File: src/rtl/rxq_pkg.sv
package rxq_pkg;
  // Strobes that the control issues to the storage datapath
  typedef struct packed {
    logic push;  // write wrData at the write pointer
    logic pop;   // load the entry at the read pointer into rdData
  } rxqStrobes_t;
endpackage

File: src/rtl/rxq_ctrl.sv
module rxq_ctrl
  import rxq_pkg::*;
#(
  parameter int DEPTH = 32,
  localparam int PTR_W = $clog2(DEPTH),
  localparam int CNT_W = PTR_W + 1
) (
  input  logic             clk,
  input  logic             rstN,
  input  logic             rxEnable,
  input  logic             wrValid,
  input  logic             rdStrobe,
  input  logic             ovfClear,
  input  logic [PTR_W-1:0] thresh,
  input  logic             intMask,
  output rxqStrobes_t      strobes,
  output logic [PTR_W-1:0] wrPtr,
  output logic [PTR_W-1:0] rdPtr,
  output logic             dataPresent,
  output logic             threshHit,
  output logic             irqOut,
  output logic             overflowErr
);
  localparam logic [CNT_W-1:0] FULL_CNT = CNT_W'(DEPTH);

  logic [CNT_W-1:0] count;
  logic [CNT_W-1:0] effThresh;
  logic             isEmpty, isFull, arrive, popOk, pushOk, lostByte;

  assign isEmpty  = (count == '0);
  assign isFull   = (count == FULL_CNT);
  assign arrive   = wrValid & rxEnable;
  assign popOk    = rdStrobe & ~isEmpty;
  // A read in the same cycle frees a slot, so a full queue still accepts
  assign pushOk   = arrive & (~isFull | popOk);
  assign lostByte = arrive & ~pushOk;

  assign strobes.push = pushOk;
  assign strobes.pop  = popOk;

  // Pointers wrap naturally: DEPTH must be a power of two
  always_ff @(posedge clk or negedge rstN) begin
    if (!rstN) begin
      wrPtr <= '0;
      rdPtr <= '0;
      count <= '0;
    end else begin
      if (pushOk) wrPtr <= wrPtr + PTR_W'(1);
      if (popOk)  rdPtr <= rdPtr + PTR_W'(1);
      case ({pushOk, popOk})
        2'b10:   count <= count + CNT_W'(1);
        2'b01:   count <= count - CNT_W'(1);
        default: count <= count;
      endcase
    end
  end

  always_ff @(posedge clk or negedge rstN) begin
    if (!rstN)         overflowErr <= 1'b0;
    else if (lostByte) overflowErr <= 1'b1;
    else if (ovfClear) overflowErr <= 1'b0;
  end

  // Level zero stands for a full queue; compare is purely combinational
  assign effThresh   = (thresh == '0) ? FULL_CNT : {1'b0, thresh};
  assign threshHit   = (count >= effThresh);
  assign dataPresent = ~isEmpty;
  assign irqOut      = threshHit & ~intMask;

  assert_count_bound_R3: assert property (@(posedge clk) disable iff (!rstN)
    count <= FULL_CNT);
  assert_full_drop_R9: assert property (@(posedge clk) disable iff (!rstN)
    (arrive && isFull && !rdStrobe) |=> (overflowErr && isFull));
  assert_ovf_sticky_R10: assert property (@(posedge clk) disable iff (!rstN)
    (overflowErr && !ovfClear) |=> overflowErr);
  assert_pair_keeps_count_R11: assert property (@(posedge clk) disable iff (!rstN)
    (pushOk && popOk) |=> $stable(count));
  assert_empty_read_R5: assert property (@(posedge clk) disable iff (!rstN)
    (isEmpty && rdStrobe && !arrive) |=> (isEmpty && $stable(rdPtr)));
endmodule

File: src/rtl/rxq_data.sv
module rxq_data
  import rxq_pkg::*;
#(
  parameter int DEPTH = 32,
  parameter int WIDTH = 8,
  localparam int PTR_W = $clog2(DEPTH)
) (
  input  logic             clk,
  input  logic             rstN,
  input  rxqStrobes_t      strobes,
  input  logic [PTR_W-1:0] wrPtr,
  input  logic [PTR_W-1:0] rdPtr,
  input  logic [WIDTH-1:0] wrData,
  output logic [WIDTH-1:0] rdData
);
  logic [WIDTH-1:0] store [DEPTH];

  always_ff @(posedge clk) begin
    if (strobes.push) store[wrPtr] <= wrData;
  end

  // Last-read register: holds its value when no entry is popped
  always_ff @(posedge clk or negedge rstN) begin
    if (!rstN)            rdData <= '0;
    else if (strobes.pop) rdData <= store[rdPtr];
  end

  assert_hold_on_idle_R5: assert property (@(posedge clk) disable iff (!rstN)
    !strobes.pop |=> $stable(rdData));
endmodule

File: src/rtl/rx_byte_queue.sv
module rx_byte_queue
  import rxq_pkg::*;
#(
  parameter int DEPTH = 32,
  parameter int WIDTH = 8,
  localparam int PTR_W = $clog2(DEPTH)
) (
  input  logic             clk,
  input  logic             rstN,
  input  logic             rxEnable,
  input  logic             wrValid,
  input  logic [WIDTH-1:0] wrData,
  input  logic             rdStrobe,
  output logic [WIDTH-1:0] rdData,
  input  logic [PTR_W-1:0] thresh,
  input  logic             intMask,
  input  logic             ovfClear,
  output logic             dataPresent,
  output logic             threshHit,
  output logic             irqOut,
  output logic             overflowErr
);
  rxqStrobes_t      strobes;
  logic [PTR_W-1:0] wrPtr, rdPtr;

  rxq_ctrl #(.DEPTH(DEPTH)) u_ctrl (
    .clk(clk), .rstN(rstN), .rxEnable(rxEnable), .wrValid(wrValid),
    .rdStrobe(rdStrobe), .ovfClear(ovfClear), .thresh(thresh),
    .intMask(intMask), .strobes(strobes), .wrPtr(wrPtr), .rdPtr(rdPtr),
    .dataPresent(dataPresent), .threshHit(threshHit), .irqOut(irqOut),
    .overflowErr(overflowErr)
  );

  rxq_data #(.DEPTH(DEPTH), .WIDTH(WIDTH)) u_data (
    .clk(clk), .rstN(rstN), .strobes(strobes), .wrPtr(wrPtr),
    .rdPtr(rdPtr), .wrData(wrData), .rdData(rdData)
  );

  assert_alarm_needs_data_R6: assert property (@(posedge clk) disable iff (!rstN)
    threshHit |-> dataPresent);
  assert_mask_blocks_R8: assert property (@(posedge clk) disable iff (!rstN)
    intMask |-> !irqOut);
  assert_present_no_irq_R4: assert property (@(posedge clk) disable iff (!rstN)
    (dataPresent && !threshHit) |-> !irqOut);
endmodule

File: config.mk
export PLATFORM = sky130hd
export DESIGN_NAME = rx_byte_queue
export DESIGN_NICKNAME = d
export VERILOG_FILES = /design/src/rtl/rxq_pkg.sv /design/src/rtl/rxq_ctrl.sv /design/src/rtl/rxq_data.sv /design/src/rtl/rx_byte_queue.sv
export SDC_FILE = /design/constraint.sdc
export NUM_CORES = 1
export LEC_CHECK = 0
export BUFFER_PORTS_ARGS = -buffer_cell sky130_fd_sc_hd__buf_2
export CORE_UTILIZATION = 50
export DETAILED_ROUTE_END_ITERATION = 8
export GPL_TIMING_DRIVEN = 1
export PLACE_DENSITY_LB_ADDON = 0.08
export RECOVER_POWER = 50
export SETUP_SLACK_MARGIN = 0.05
export SLEW_MARGIN = 20
export SYNTH_ARGS = -nofsm -noshare
export SYNTH_HDL_FRONTEND = slang
export SYNTH_HIERARCHICAL = 1
export SYNTH_SLANG_ARGS = --single-unit
File: constraint.sdc
create_clock -name clk -period 2.9 [get_ports clk]
set_input_delay 0.58 -clock clk [delete_from_list [all_inputs] [get_ports clk]]
set_output_delay 0.58 -clock clk [all_outputs]
set_load 0.05 [all_outputs]
==> flow_summary.toml, run 1 <==
[pwr]
p_leak_uw = 0.00472
power_frac_seq_pct = 37.6
switching_share_pct = 30.8
combPwrFrac_pct = 29.0
intPower_uw = 9250
finalPower_uw = 13400
p_clk_share_pct = 33.4
switchingPower_uw = 4110
power_density_nw_per_um2 = 1010
peakVddDrop_v = 0.000699

[die]
start_util_pct = 50.9
fp-row-count = 55
die_h_um = 154
die_area_um2 = 23700
fp.dieW_um = 154
io_pins = 32
core_um2 = 22600

[synthesis]
syn_area_per_cell_um2 = 16.6
ys_ff_latch = 281
synth_xor_area_share_pct = 0.836
synth_nets = 727
netlist_top_cells_count = "edfxtp_1 (256), mux2i_1 (128), a22oi_1 (64), nor2_1 (39), a21oi_1 (35)"
synth_top_family_by_area = "multiplexers"
netlist_area_um2 = 11500
synth_top_cells_by_area = "edfxtp_1 (67%), mux2i_1 (11%), dfrtp_1 (5.4%)"
yosysTopAreaCell = "edfxtp_1"
synthAdderAreaFrac_pct = 1.48
ys_async_sr_fraction_pct = 8.90
ys.flop_type = "edfxtp_1"
synth-simple-area-share_pct = 3.80
yosysWarningCount = 6
yosysUniqueCellTypes = 46
synthDominantCellAreaShare_pct = 66.7
synth_compound_area_share_pct = 6.92
synthMuxAreaShare_pct = 12.5
synth_most_common_cell = "edfxtp_1"
synth-seq-area-share_pct = 72.2
synth_edf_count = 256
syn_inst = 694

[grt]
grt_pass1_vias = 6111
gr-usage-all-layers_pct = 20.7
grt_overflow = 0
antenna_found_initial = 0
grt_start_max_net_pins = 54
grt_pass1_wl_um = 36400

[status]
outcome = "complete, but fails checks"
violations = "max-capacitance violations, max-slew violations"

[cells_and_area]
n_fill_cell = 1686
area_growth_syn_to_layout_pct = 15.0
nNetsFinal = 784
antenna_cells = 0
final-seq-area_um2 = 8320
design_area_um2 = 13200
drive_above_1_share_pct = 16.0
multiInputGateArea_um2 = 2960

[routing]
firstDrtPassIters = 5
vias_per_cell = 5.77
routed_wl_um = 23900
ant_nets = 0
drc = 0
wl_per_cell_um = 22.6
drt_iter0_drc = 453
routed-via-count = 6107

[clock_tree]
clk_path_buf_depth = 3
cts_sinks = 281
root_buffer = "clkbuf_16"
clk_pin_slew_ps = 60
cts_made_buffers = 29
htree_num_levels = 1
cts_tree = "built"
clk_latency_ps = 540

[timing]
fmax_mhz = 361
fin_ws_ps = 127
worst_slew_pin_slew_ps = 1750
rsz0062_at_grt = "false"
setup_viol_count_final = 0
relSlewSlack_pct = -16.5
finalCriticalPeriod_ps = 2770
skew_ps = 21.4
fin_crit_sh_pct = 95.6
hold_violations = 0
finalSetupTns_ps = 0
holdWs_ps = 249
slew_violations = 132

[job]
cap_viol_max_count = 4

[worst_setup_path]
cp-end-kind = "flop"
crit_required_ps = 3330
startpoint_type = "flop"
arrival_ps = 3210
path_max_fanout = 5
crit_type = "reg2reg"

[placement]
dp.final_hpwl_um = 15000
dp_slack_ps = 95.1
placed_area_um2 = 12100
port_buffers = 31
routabilityCongestion = 0.821

[hold_path]
holdCritPathClass = "in2reg"
cell type report:
type                       instances  area share (%)
sequential                       281            62.8
clock buffer                      31            5.53
multi-input combinational        368            22.3
inverter                           8           0.227
clock inverter                    22            3.31
tap                              285            2.69
timing repair buffer              63            3.15
through the flow:
step,std cells,util [%]
6_report,1058,58.5
5_1_grt,1058,58.5
4_1_cts,1056,58.5
3_5_place_dp,1001,53.3
3_3_place_gp,1001,53.3
2_1_floorplan,694,-
cell families after synthesis:
family | count (synthesis)
flops | 281
xor+xnor | 11
buf+inv | 45
compound gates | 117
fa+ha+maj | 13
mux | 142
simple gates | 85
sequential cells by signal, summed over array words and instances, names as in the netlist:
register and flops:
u_data/rdData 8, u_ctrl/rdPtr 5, u_data/store 256, u_ctrl/wrPtr 5
u_ctrl/overflowErr 1, u_ctrl/count 6
worst paths after layout:
path | endpoint | cells past startpoint | startpoint | slack (ps)
setup reg to reg | u_ctrl/count[5] | 10 | u_ctrl/count[0] | 130
min in group asynchronous | u_data/rdData[3] | 1 | rstN | 390
hold reg to reg | u_data/rdData[0] | 1 | u_data/rdData[0] | 510
setup / recovery | u_ctrl/count[5] | 10 | u_ctrl/count[0] | 130
hold / removal | u_ctrl/overflowErr | 2 | ovfClear | 250
max in group asynchronous | u_ctrl/rdPtr[0] | 1 | rstN | 1460
layer usage:
layer	track usage, %	wire [um]	vias up	part of all wire [%]
met2	34.1	11500	125	48
met4	5.62	471	0	2.0
met1	29.4	11100	3101	46
met5	0	0	-	0
li1	-	-	2846	-
met3	2.25	813	35	3.4
power by group through the flow:
stage	clock, uW	combinational [uW]	sequential [uW]
after detailed placement	0	3810	5110
after CTS	4530	3870	5020
final	4460	3880	5030
after global routing	4700	4180	5050
after floorplan	0	2660	5170
after global placement	0	3750	5090
critical path, cell delays in order, from the launching register on:
cell	delay (ps)
dfrtp_1	390
buf_4	150
or4_4	510
nor3_4	140
nor2_1	140
ha_1	300
a21o_1	200
o21ba_2	220
o22a_1	220
o31a_1	260
o221ai_1	170
cell usage in the layout (no fill, tap or decap), types with 2 or more instances in the layout:
cell type | Yosys | routed
or3b_2 | 3 | 3
a21oi_2 | 1 | 2
edfxtp_1 | 256 | 256
nor4_1 | 8 | 8
o21ai_1 | 0 | 2
inv_1 | 8 | 8
clkinv_2 | 0 | 4
clkbuf_16 | 0 | 29
ha_1 | 12 | 12
mux2i_1 | 128 | 128
buf_12 | 0 | 3
nand2b_1 | 3 | 3
nand2_1 | 7 | 7
o221ai_1 | 2 | 2
buf_2 | 10 | 16
a21o_1 | 4 | 4
dfrtp_1 | 25 | 24
nor2_1 | 39 | 38
nand3_1 | 5 | 5
mux2_1 | 4 | 4
mux2_2 | 10 | 10
nor2b_2 | 0 | 2
xnor2_1 | 8 | 8
xor2_1 | 3 | 3
clkinv_1 | 0 | 3
nand4_1 | 4 | 4
a22oi_1 | 64 | 64
bufinv_16 | 0 | 13
buf_4 | 9 | 30
nand3b_1 | 5 | 5
or2_2 | 3 | 3
clkbuf_1 | 9 | 16
a21oi_1 | 35 | 34
repair_timing:
action | CTS | global route
buffers inserted | 2 | 2
setup endpoints to repair | 2 | 2
hold buffers | 0 | 0
pin swaps | 0 | 1
resized for setup | 1 | 3
Power figures use the tool's default switching activity.
==> run 2: changes to the inputs <==
--- a/config.mk
+++ b/config.mk
@@ -11,6 +11,7 @@
 export GPL_TIMING_DRIVEN = 1
 export PLACE_DENSITY_LB_ADDON = 0.08
 export RECOVER_POWER = 50
+export REMOVE_ABC_BUFFERS = 1
 export SETUP_SLACK_MARGIN = 0.05
 export SLEW_MARGIN = 20
 export SYNTH_ARGS = -nofsm -noshare
==> run 2 against run 1 <==
  * The flow still finishes with violations (max-capacitance violations, max-slew violations)
  * Hold slack lost 4.8 ps
  * Critical endpoint is now dataPresent
  * Setup slack lost 4.0 ps
  * Flip-flop and latch count is the same
==> flow_summary.toml, run 2 (synthesized netlist as in run 1, its figures left out) <==
[status]
outcome = "complete, but fails checks"
violations = "max-capacitance violations, max-slew violations"

[cells_and_area]
nNetsFinal = 788
layout_commonest_cell = "edfxtp_1"
n_fill_cell = 1713
final-seq-area_um2 = 8320
drive_above_1_share_pct = 15.9
antenna_cells = 0
multiInputGateArea_um2 = 3020
largest_reg_flops = 256
reg_top3 = "u_data/store x256, u_data/rdData x8, u_ctrl/count x6"
final_cell_mix = "edfxtp_1 (256), mux2i_1 (128), a22oi_1 (64)"
regMostFlops = "u_data/store"
area_growth_syn_to_layout_pct = 14.2

[placement]
port_buffers = 31
dp_slack_ps = 162
dp.final_hpwl_um = 15100
routabilityCongestion = 0.797

[pwr]
peakVddDrop_v = 0.000636
switchingPower_uw = 4150
intPower_uw = 8730
p_clk_share_pct = 29.8
power_frac_seq_pct = 39.4
power_density_nw_per_um2 = 979
combPwrFrac_pct = 30.9
p_leak_uw = 0.00466
switching_share_pct = 32.2

[worst_setup_path]
crit_type = "reg2out"
arrival_ps = 2200
cp_top_family = "simple AND/OR/NAND/NOR gates"
crit_required_ps = 2320
path_common_cell = "buf_6"
crit_buf_inv = 4
path_max_fanout = 3
slowest_delay_ps = 540
cp-end-kind = "output port"
slowest_stage = "or4_4"
crit_chain = "buf_6, or4_4, nor3_4, buf_6, inv_1, buf_6"
startpoint_type = "flop"

[job]
cap_viol_max_count = 7

[die]
start_util_pct = 50.9
die_h_um = 154
io_pins = 32
fp-row-count = 55
core_um2 = 22600
fp.dieW_um = 154
die_area_um2 = 23700

[routing]
drt_iter0_drc = 429
routed_wl_um = 24300
vias_per_cell = 5.82
routed-via-count = 6191
wl_per_cell_um = 22.9
firstDrtPassIters = 5
ant_nets = 0
drc = 0

[grt]
grt_pass1_wl_um = 36500
grt_pass1_vias = 6234
grt_overflow = 0
antenna_found_initial = 0
gr-usage-all-layers_pct = 20.9
grt_start_max_net_pins = 50

[timing]
skew_ps = 17.6
slew_violations = 224
holdWs_ps = 244
fin_ws_ps = 123
hold_violations = 0
relSlewSlack_pct = -18.1
rsz0062_at_grt = "false"
setup_viol_count_final = 0
fin_crit_sh_pct = 95.7
fmax_mhz = 360
finalCriticalPeriod_ps = 2780
worst_slew_pin_slew_ps = 1770

[clock_tree]
htree_num_levels = 1
cts_tree = "built"
cts_sinks = 281
clk_pin_slew_ps = 60
clk_latency_ps = 550
root_buffer = "clkbuf_16"
cts_made_buffers = 29
clk_path_buf_depth = 3

[hold_path]
holdCritPathClass = "in2reg"
run 2: per-stage QoR:
stage	instance area, um2	cells	total power (uW)	setup TNS (ps)	util, %
2_1_floorplan	11300	657	7570	-28640	-
3_3_place_gp	12100	1006	8930	0	53.4
3_5_place_dp	12100	1006	9010	0	53.4
4_1_cts	13100	1061	12900	0	57.7
5_1_grt	13200	1063	13400	0	58.1
6_report	13200	1063	12900	0	58.1
run 2: per-layer routing:
layer,GRT usage (%),wire [um],vias up
met3,3.33,1390,39
met2,34.6,12000,172
met1,28.6,10400,3128
met5,0,0,-
li1,-,-,2852
met4,6.43,497,0
run 2: power by group through the flow:
stage / combinational, uW / sequential (uW) / clock, uW
after floorplan: 2160 / 5410 / 0
after global placement: 3820 / 5110 / 0
after detailed placement: 3870 / 5140 / 0
after CTS: 3910 / 5050 / 3910
after global routing: 4250 / 5100 / 4070
final: 3970 / 5070 / 3840
run 2: layout make-up:
type	count	share of cell area [%]
clock inverter	14	1.65
clock buffer	40	5.83
multi-input combinational	368	22.9
tap	285	2.71
sequential	281	63.2
timing repair buffer	67	3.43
inverter	8	0.228
run 2: what timing repair did:
| item | CTS | global route |
|---|---|---|
| gates resized for setup | 0 | 19 |
| hold endpoints to repair | 0 | 0 |
| hold buffers | 0 | 0 |
| endpoints found under the setup margin | 2 | 3 |
| pin swaps | 0 | 8 |
| buffers inserted | 1 | 2 |
run 2: worst paths after layout:
check / from / to / slack (ps) / cells after the start
min reg2reg: u_data/rdData[6] / u_data/rdData[6] / 510 / 1
min in group asynchronous: rstN / u_data/rdData[3] / 400 / 1
max in group asynchronous: rstN / u_ctrl/rdPtr[0] / 1420 / 1
max: u_ctrl/count[0] / dataPresent / 120 / 6
min: ovfClear / u_ctrl/overflowErr / 240 / 2
max reg2reg: u_ctrl/count[0] / u_ctrl/count[5] / 140 / 10
